**config.mk**
```make
export PLATFORM = sky130hd
export DESIGN_NAME = cfg_bar_block
export DESIGN_NICKNAME = d
export VERILOG_FILES = /design/src/rtl/cfgbar_pkg.sv /design/src/rtl/rom_size_decode.sv /design/src/rtl/cfg_bar_field.sv /design/src/rtl/bar_hit.sv /design/src/rtl/cfg_bar_block.sv
export SDC_FILE = /design/constraint.sdc
export NUM_CORES = 1
export LEC_CHECK = 0
export ABC_AREA = 1
export BUFFER_PORTS_ARGS = -buffer_cell sky130_fd_sc_hd__buf_2
export CAP_MARGIN = 20
export CORE_MARGIN = 5
export CORE_UTILIZATION = 54
export CTS_CLUSTER_SIZE = 8
export DETAILED_ROUTE_END_ITERATION = 8
export PLACE_DENSITY = 0.8
export RECOVER_POWER = 50
export SLEW_MARGIN = 20
export SYNTH_ARGS = -nofsm -noshare
export SYNTH_HDL_FRONTEND = slang
export SYNTH_SLANG_ARGS = --single-unit
```
**constraint.sdc**
```tcl
create_clock -name clk -period 1.7 [get_ports clk]
set_clock_uncertainty 0.15 [all_clocks]
set_input_delay 0.34 -clock clk [delete_from_list [all_inputs] [get_ports clk]]
set_output_delay 0.34 -clock clk [all_outputs]
set_load 0.01 [all_outputs]
```
**src/rtl/cfgbar_pkg.sv**
```systemverilog
package cfgbar_pkg;
  localparam int unsigned DW    = 32;
  localparam int unsigned LANES = DW / 8;

  // expand byte enables into a per-bit mask
  function automatic logic [DW-1:0] lane_mask(input logic [LANES-1:0] be);
    logic [DW-1:0] m;
    m = '0;
    for (int l = 0; l < int'(LANES); l++) m[l*8 +: 8] = {8{be[l]}};
    return m;
  endfunction
endpackage

```
**src/rtl/rom_size_decode.sv**
```systemverilog
module rom_size_decode
  import cfgbar_pkg::*;
#(
  parameter int STRAP_W  = 3,
  parameter int FIELD_LO = 11,
  parameter int BASE_LO  = 18,
  parameter int MIN_LOG2 = 13
) (
  input  logic [STRAP_W-1:0] strap,
  output logic               present,
  output logic [DW-1:0]      rom_mask
);
  localparam int MAX_CODE = BASE_LO - MIN_LOG2;

  always_comb begin
    present  = (strap != '0) && (int'(strap) <= MAX_CODE);
    rom_mask = '0;
    for (int i = BASE_LO; i < int'(DW); i++) rom_mask[i] = 1'b1;
    if (present) begin
      rom_mask[0] = 1'b1;
      for (int i = FIELD_LO; i < BASE_LO; i++)
        if (i >= MIN_LOG2 - 1 + int'(strap)) rom_mask[i] = 1'b1;
    end
  end
endmodule

```
**src/rtl/cfg_bar_field.sv**
```systemverilog
module cfg_bar_field
  import cfgbar_pkg::*;
(
  input  logic             clk,
  input  logic             rst,
  input  logic             we,
  input  logic [LANES-1:0] be,
  input  logic [DW-1:0]    wdata,
  input  logic [DW-1:0]    wmask,
  output logic [DW-1:0]    q
);
  logic [DW-1:0] upd;
  assign upd = lane_mask(be) & wmask;

  always_ff @(posedge clk) begin
    if (rst)     q <= '0;
    else if (we) q <= (q & ~upd) | (wdata & upd);
  end
endmodule

```
**src/rtl/bar_hit.sv**
```systemverilog
module bar_hit
  import cfgbar_pkg::*;
(
  input  logic          clk,
  input  logic          rst,
  input  logic          en,
  input  logic [DW-1:0] addr,
  input  logic [DW-1:0] base,
  input  logic [DW-1:0] cmp_mask,
  output logic          hit
);
  always_ff @(posedge clk) begin
    if (rst) hit <= 1'b0;
    else     hit <= en && (((addr ^ base) & cmp_mask) == '0);
  end
endmodule

```
**src/rtl/cfg_bar_block.sv**
```systemverilog
module cfg_bar_block
  import cfgbar_pkg::*;
#(
  parameter int OFS_W        = 6,
  parameter int IO_OFS       = 4,
  parameter int MEM_OFS      = 5,
  parameter int ROM_OFS      = 12,
  parameter int IO_LOG2      = 8,
  parameter int MEM_LOG2     = 8,
  parameter int STRAP_W      = 3,
  parameter int ROM_FIELD_LO = 11,
  parameter int ROM_BASE_LO  = 18,
  parameter int ROM_MIN_LOG2 = 13
) (
  input  logic               clk,
  input  logic               rst,
  input  logic               cfg_wr,
  input  logic               cfg_rd,
  input  logic [OFS_W-1:0]   cfg_addr,
  input  logic [LANES-1:0]   cfg_be,
  input  logic [DW-1:0]      cfg_wdata,
  output logic [DW-1:0]      cfg_rdata,
  input  logic [STRAP_W-1:0] rom_size_sel,
  input  logic [DW-1:0]      bus_addr,
  output logic               io_hit,
  output logic               mem_hit,
  output logic               rom_hit
);
  localparam logic [DW-1:0]    IO_WMASK  = {DW{1'b1}} << IO_LOG2;
  localparam logic [DW-1:0]    MEM_WMASK = {DW{1'b1}} << MEM_LOG2;
  localparam logic [DW-1:0]    IO_FIXED  = DW'(1);
  localparam logic [OFS_W-1:0] A_IO      = OFS_W'(IO_OFS);
  localparam logic [OFS_W-1:0] A_MEM     = OFS_W'(MEM_OFS);
  localparam logic [OFS_W-1:0] A_ROM     = OFS_W'(ROM_OFS);
  localparam int               NBAR      = 3;

  logic          rom_present;
  logic [DW-1:0] rom_mask;
  logic [DW-1:0] io_q, mem_q, rom_q;
  logic [DW-1:0] io_val, mem_val, rom_val;

  rom_size_decode #(
    .STRAP_W (STRAP_W), .FIELD_LO(ROM_FIELD_LO),
    .BASE_LO (ROM_BASE_LO), .MIN_LOG2(ROM_MIN_LOG2)
  ) u_dec (
    .strap(rom_size_sel), .present(rom_present), .rom_mask(rom_mask)
  );

  cfg_bar_field u_io (
    .clk(clk), .rst(rst), .we(cfg_wr && cfg_addr == A_IO), .be(cfg_be),
    .wdata(cfg_wdata), .wmask(IO_WMASK), .q(io_q)
  );
  cfg_bar_field u_mem (
    .clk(clk), .rst(rst), .we(cfg_wr && cfg_addr == A_MEM), .be(cfg_be),
    .wdata(cfg_wdata), .wmask(MEM_WMASK), .q(mem_q)
  );
  // ROM writes use the mask of the current strap
  cfg_bar_field u_rom (
    .clk(clk), .rst(rst), .we(cfg_wr && cfg_addr == A_ROM), .be(cfg_be),
    .wdata(cfg_wdata), .wmask(rom_mask), .q(rom_q)
  );

  assign io_val  = (io_q & IO_WMASK) | IO_FIXED;
  assign mem_val = mem_q & MEM_WMASK;
  assign rom_val = rom_q & rom_mask;

  always_ff @(posedge clk) begin
    if (rst) cfg_rdata <= '0;
    else if (cfg_rd) begin
      case (cfg_addr)
        A_IO:    cfg_rdata <= io_val;
        A_MEM:   cfg_rdata <= mem_val;
        A_ROM:   cfg_rdata <= rom_val;
        default: cfg_rdata <= '0;
      endcase
    end else cfg_rdata <= '0;
  end

  // one address comparator per window
  logic [DW-1:0]   base_a [NBAR];
  logic [DW-1:0]   mask_a [NBAR];
  logic [NBAR-1:0] en_a;
  logic [NBAR-1:0] hit_a;

  assign base_a[0] = io_val;  assign mask_a[0] = IO_WMASK;  assign en_a[0] = 1'b1;
  assign base_a[1] = mem_val; assign mask_a[1] = MEM_WMASK; assign en_a[1] = 1'b1;
  assign base_a[2] = rom_val; assign mask_a[2] = rom_mask & ~DW'(1);
  assign en_a[2]   = rom_val[0];

  for (genvar g = 0; g < NBAR; g++) begin : g_hit
    bar_hit u_hit (
      .clk(clk), .rst(rst), .en(en_a[g]), .addr(bus_addr),
      .base(base_a[g]), .cmp_mask(mask_a[g]), .hit(hit_a[g])
    );
  end

  assign io_hit  = hit_a[0];
  assign mem_hit = hit_a[1];
  assign rom_hit = hit_a[2];

  p_io_fixed_r2: assert property (@(posedge clk) disable iff (rst)
    cfg_rd && cfg_addr == A_IO |=> cfg_rdata[IO_LOG2-1:0] == IO_LOG2'(1));
  p_mem_fixed_r3: assert property (@(posedge clk) disable iff (rst)
    cfg_rd && cfg_addr == A_MEM |=> cfg_rdata[MEM_LOG2-1:0] == '0);
  p_rom_gap_r4: assert property (@(posedge clk) disable iff (rst)
    cfg_rd && cfg_addr == A_ROM |=> cfg_rdata[ROM_FIELD_LO-1:1] == '0);
  p_no_rom_hit_r6: assert property (@(posedge clk) disable iff (rst)
    !rom_present |=> !rom_hit);
  p_en_locked_r7: assert property (@(posedge clk) disable iff (rst)
    !rom_present && cfg_wr && cfg_addr == A_ROM |=> $stable(rom_q[0]));
  p_idle_zero_r9: assert property (@(posedge clk) disable iff (rst)
    !cfg_rd |=> cfg_rdata == '0);
  p_rom_en_r11: assert property (@(posedge clk) disable iff (rst)
    rom_hit |-> $past(rom_present && rom_q[0]));
endmodule

```
==> results of run 1 <==
## layout make-up
type                    instances  area, µm²
clock inverters                 6       68.8
fillers                       861       3270
inverters                      84        320
flip-flops and latches         96       1920
multi-input cells             551       2620
repair buffers                128        726
well taps                     111        139
clock buffers                  10        128
## cells by family (layout without fill, tap and decap cells)
logic type             Yosys count  in the layout  synth area share, %
AND/OR/NAND/NOR                409            409                 35.2
flip-flops                      96             96                 37.8
AO/OA/AOI/OAI                  108            108                 11.8
other                            1              7               0.0737
buffers and inverters          115            228                 10.6
XOR/XNOR                        27             27                 4.65
## path summary, 6_finish.rpt
path	from	endpoint
setup / recovery	cfg_addr[5]	register
hold / removal	cfg_wdata[11]	register
setup reg to reg	register	g_hit[2].u_hit.hit$_SDFF_PP0_
hold reg to reg	register	register
## Yosys cell counts, drive strengths merged (3+ instances only)
cell type	count	share of area [%]
a21oi	33	3.2
a22oi	3	0.44
a31oi	4	0.49
buf	21	3.5
clkbuf	10	0.74
dfxtp	96	38
inv	84	6.3
nand2	212	16
nand3	38	5.6
nand4	16	2.0
nor2	137	11
nor3	5	0.49
o211ai	12	2.1
o21ai	55	5.4
xnor2	20	3.4
xor2	7	1.2
## layout by cell type (no fill, tap or decap), types with 3 or more instances in the layout
cell type,n
buf_12,4
nor3_1,5
o21ai_0,53
clkbuf_1,35
nand2_1,208
a31oi_1,4
xnor2_1,20
buf_4,27
nand3_4,4
nand3_2,4
buf_2,63
o211ai_1,10
nand3_1,30
a21oi_1,33
xor2_1,7
clkbuf_8,9
nor2_4,3
dfxtp_1,96
conb_1,7
nand4_1,16
nor2_1,132
inv_1,82
a22oi_1,3
## routing by layer
metal  up-vias  routed length (µm)  GRT usage, %
met2       283                7010          43.7
met5         -                   0             0
met1      2421                6350          36.4
met3        43                1660          5.36
met4         0                 467          11.7
li1       2600                   -             -
## tightest hold or removal path: stages
cell and delay (ps):
buf_2 90, nor2_1 40, nor2_1 80
## metrics by stage
step	power (mW)	setup WS, ps	instances	hold slack [ps]	util, %
floorplan	2.54	257	762	304	-
global placement	2.75	-12.0	970	317	63.2
detailed placement	2.76	-72.0	970	327	63.2
CTS	4.24	300	986	61.0	65.3
global route	4.39	144	986	65.9	64.4
finish	4.24	241	986	60.8	64.4
## power by group
group | total (mW) | switching [mW] | internal [mW]
registers | 2.26 | 0.00444 | 2.25
logic | 0.457 | 0.297 | 0.159
clock network | 1.53 | 0.841 | 0.689
total | 4.24 | 1.14 | 3.10
==> metrics.csv, run 1 <==
metric;value;unit
post_cts_resized;0;
dieWidth;107;µm
synth.distinct_cells;34;
rows;35;
synth_ff_type;dfxtp_1;
syn_to_final_growth;16.4;%
dieArea;11500;µm²
tns;0;ps
yosys_register_bits;96;
cap_viol_max_count;0;
grt_use_total;27.5;%
placed_area;5810;µm²
antenna_found_initial;0;
wirelength;15500;µm
async_flop_share;0;%
cts_made_buffers;9;
grt_pass1_wl;25000;µm
cts_buffer_depth;2;
port-buffer-count;93;
irDropWorstVdd;0.444;mV
cts.sinks;96;
cts_hold_buf;0;
nets;951;
postCtsSetupBuffers;0;
syn_area;5090;µm²
reg2regPathDepth;8;
cp_slowest_stage_delay;270;ps
drt-pass1-iter-count;7;
drt-vias-per-instance;5.42;
crit_family;simple AND/OR/NAND/NOR gates;
drc_errors;0;
tritoncts;built;
num_vias;5347;
path_clk_slew;90;ps
root_buffer;clkbuf_8;
p_per_area;716;nW/µm²
crit_top_cell;nor2_1;
grt_pass1_vias;5058;
path_class;in2reg;
seq_area_frac_synth;37.8;%
drive_gt1_share;14.9;%
rrSetupSlack;300;ps
synth_edf_count;0;
start_util;55.3;%
fp.dieH;107;µm
cp-end-kind;register;
cp_cell_sequence;clkbuf_1 -> nor2_4 -> nand2_4 -> nor2_8 -> buf_12 -> nand3_2 -> nor2_1 -> nor2_1;
setup_viol;0;
core;9200;µm²
hold_viol_final;0;
post-route-cell-area;5920;µm²
holdPathStages;3;
max_freq;685;MHz
gp_congestion;0.999;
slowest_stage;nand3_2;
grt_remaining_overflow;0;
antennaDiodeCount;0;
cts_max_level;3;
cp-start-kind;input port;
cp.required;1820;ps
yosysWarningCount;0;
path_buf_inv;2;
critical_path.max_fanout;18;
clk_latency;370;ps
grt_max_degree;29;
ios;116;
rsz0062_at_grt;false;
dp_hpwl;11900;µm
drtIter0Drc;434;
finalMaxSlewViolations;0;
wire_per_inst;15.7;µm
outcome;completed;
hp-class;in2reg;
drtAntennaViolNets;0;
synthCells;756;
worstPathArrival;1580;ps
syn_avg_cell_area;6.73;µm²
leakage;2.65;nW
fin_crit;1460;ps
post-route-period-util;85.8;%
cp.depth;8;
Note: power is estimated with default switching activity, not from simulation.
==> run 2: changes to the inputs <==
Settings changed: CELL_PAD_IN_SITES_DETAIL_PLACEMENT set to 2, CELL_PAD_IN_SITES_GLOBAL_PLACEMENT set to 2, CORE_UTILIZATION 54 to 29, PLACE_DENSITY 0.8 to unset, PLACE_DENSITY_LB_ADDON set to 0.1.
Clock period 1.7 ns to 1.6 ns, I/O delays scaled along.
==> run 2 against run 1 <==
Net effect: final cell count rose by 13%; routed wire length is 38% higher; die area is 77% higher; clock power rose by 45%; sequential cell count unchanged; worst setup slack got worse by 150 ps; register-to-register slack got worse by 200 ps; sequential share of layout area decreased by 1.9 points; utilization decreased by 28 points; non-clock buffer count grew 12; count of clock-buffer cells in the layout unchanged; critical path depth is 3 higher.
==> metrics.csv, run 2 (synthesized netlist as in run 1, its figures left out) <==
metric;value;unit;change
outcome;completed;;unchanged
reg2regPathDepth;8;;unchanged
drtAntennaViolNets;0;;unchanged
slowest_stage;buf_2;;was nand3_2
worstPathArrival;1650;ps;was 1580 ps
cts_max_level;3;;unchanged
final_common_cell;nand2_1;;unchanged
crit_family;buffers and inverters;;was simple AND/OR/NAND/NOR gates
cap_viol_max_count;0;;unchanged
holdPathStages;3;;unchanged
cp_slowest_stage_delay;200;ps;was 270 ps
stdcell_count;1112;;was 986
cts.sinks;96;;unchanged
hold_start;cfg_wdata[0];;was cfg_wdata[11]
cp-start-kind;input port;;unchanged
cts_hold_buf;0;;unchanged
dieWidth;142;µm;was 107 µm
postCtsSetupBuffers;0;;unchanged
clk_latency;350;ps;was 370 ps
cts_made_buffers;9;;unchanged
hold_viol_final;0;;unchanged
gp_congestion;0.840;;was 0.999
grt_remaining_overflow;0;;unchanged
drive_gt1_share;16.2;%;was 14.9%
num_vias;5365;;was 5,347
nets;963;;was 951
place_inst;1096;;was 970
post-route-cell-area;6300;µm²;was 5920 µm²
tritoncts;built;;unchanged
finalMaxSlewViolations;0;;unchanged
fin_crit;1510;ps;
wire_per_inst;19.1;µm;was 15.7 µm
max_freq;664;MHz;
root_buffer;clkbuf_16;;was clkbuf_8
crit_top_cell;nand2_1;;was nor2_1
wirelength;21300;µm;was 15,500 µm
core;17200;µm²;was 9200 µm²
antenna_found_initial;0;;unchanged
critical_path.max_fanout;7;;was 18
syn_to_final_growth;23.8;%;was 16.4%
dp_hpwl;17100;µm;was 11,900 µm
drt-pass1-iter-count;4;;was 7
path_clk_slew;70;ps;was 90 ps
path_buf_inv;5;;was 2
dieArea;20300;µm²;was 11,500 µm²
hp-class;in2reg;;unchanged
start_util;29.5;%;was 55.3%
cp.required;1750;ps;was 1820 ps
drc_errors;0;;unchanged
rrSetupSlack;100;ps;was 300 ps
drtIter0Drc;240;;was 434
antennaDiodeCount;0;;unchanged
post_cts_resized;0;;unchanged
final_cell_mix;nand2_1, nor2_1, dfxtp_1, inv_1, buf_2;;unchanged
rsz0062_at_grt;false;;unchanged
grt_pass1_vias;5928;;was 5,058
cts_buffer_depth;2;;unchanged
grt_use_total;21.5;%;was 27.5%
irDropWorstVdd;0.472;mV;was 0.444 mV
post-route-period-util;94.1;%;
r2r_end;g_hit[1].u_hit.hit$_SDFF_PP0_;;was g_hit[2].u_hit.hit$_SDFF_PP0_
ios;116;;unchanged
placed_area;6090;µm²;was 5810 µm²
path_class;in2reg;;unchanged
fp.dieH;142;µm;was 107 µm
p_per_area;817;nW/µm²;was 716 nW/µm²
port-buffer-count;93;;unchanged
cp_cell_sequence;clkbuf_1 -> nor2_4 -> buf_4 -> nand2_1 -> nor2_8 -> buf_12 -> buf_2 -> nand2_1 -> o211ai_1 -> nand2_1 -> inv_1;;was clkbuf_1 -> nor2_4 -> nand2_4 -> nor2_8 -> buf_12 -> nand3_2 -> nor2_1 -> nor2_1
cp-end-kind;register;;unchanged
grt_max_degree;25;;was 29
setup_viol;0;;unchanged
grt_pass1_wl;33400;µm;was 25,000 µm
rows;48;;was 35
leakage;2.76;nW;was 2.65 nW
drt-vias-per-instance;4.82;;was 5.42
fill_cells;2124;;was 861
-- run 2: cell types whose count changed in the layout (fill, tap and decap cells not counted), moves of 3 or more --
cell       previous run  this run
buf_4                27        36
clkbuf_16             0         9
clkbuf_8              9         0
buf_12                4         7
-- run 2: report_power, final --
part / leakage (nW) / switching [mW] / internal (mW)
combinational: 1.85 / 0.349 / 0.182
clock: 0.138 / 1.01 / 1.21
sequential: 0.773 / 0.00498 / 2.39
-- run 2: area by class of cell --
type	count	area, µm²	area share, %
clock buffer	10	229	3.63
inverter	84	320	5.08
timing repair buffer	140	856	13.6
multi-input combinational	551	2630	41.8
sequential	96	1920	30.5
tap	225	282	4.47
clock inverter	6	60.1	0.953
-- run 2: how the worst max path moves through the flow --
stage                     start                             to  depth (start not counted)
floorplan           cfg_addr[5]                       register                          7
global placement    cfg_addr[5]       cfg_rdata[19]$_SDFF_PP0_                          8
detailed placement  cfg_addr[1]                       register                          9
CTS                    register  g_hit[1].u_hit.hit$_SDFF_PP0_                          8
global route        cfg_addr[5]       cfg_rdata[20]$_SDFF_PP0_                         11
finish              cfg_addr[5]       cfg_rdata[20]$_SDFF_PP0_                         11
-- run 2: tightest hold or removal path, cell delays in order --
cell	delay [ps]
buf_2	70
nor3_1	40
nor2_1	80
-- run 2: per-layer routing --
| metal | vias to the layer above | track usage, % | wire, µm |
|---|---|---|---|
| met5 | - | 0 | 0 |
| met4 | 0 | 4.05 | 191 |
| met3 | 15 | 2.86 | 720 |
| met2 | 93 | 37.8 | 10500 |
| met1 | 2633 | 28.3 | 9860 |
| li1 | 2624 | - | - |
-- run 2: metrics by stage --
stage               total power, mW  hold WS (ps)  TNS [ps]  util (%)  setup WS [ps]
global route                   5.35          58.1         0      36.5           5.60
CTS                            5.21          41.2         0      37.0            103
global placement               2.98           318     -7800      35.4           -143
detailed placement             2.99           326    -11970      35.4           -221
finish                         5.15          53.5         0      36.5           93.6
floorplan                      2.70           304         0         -            177
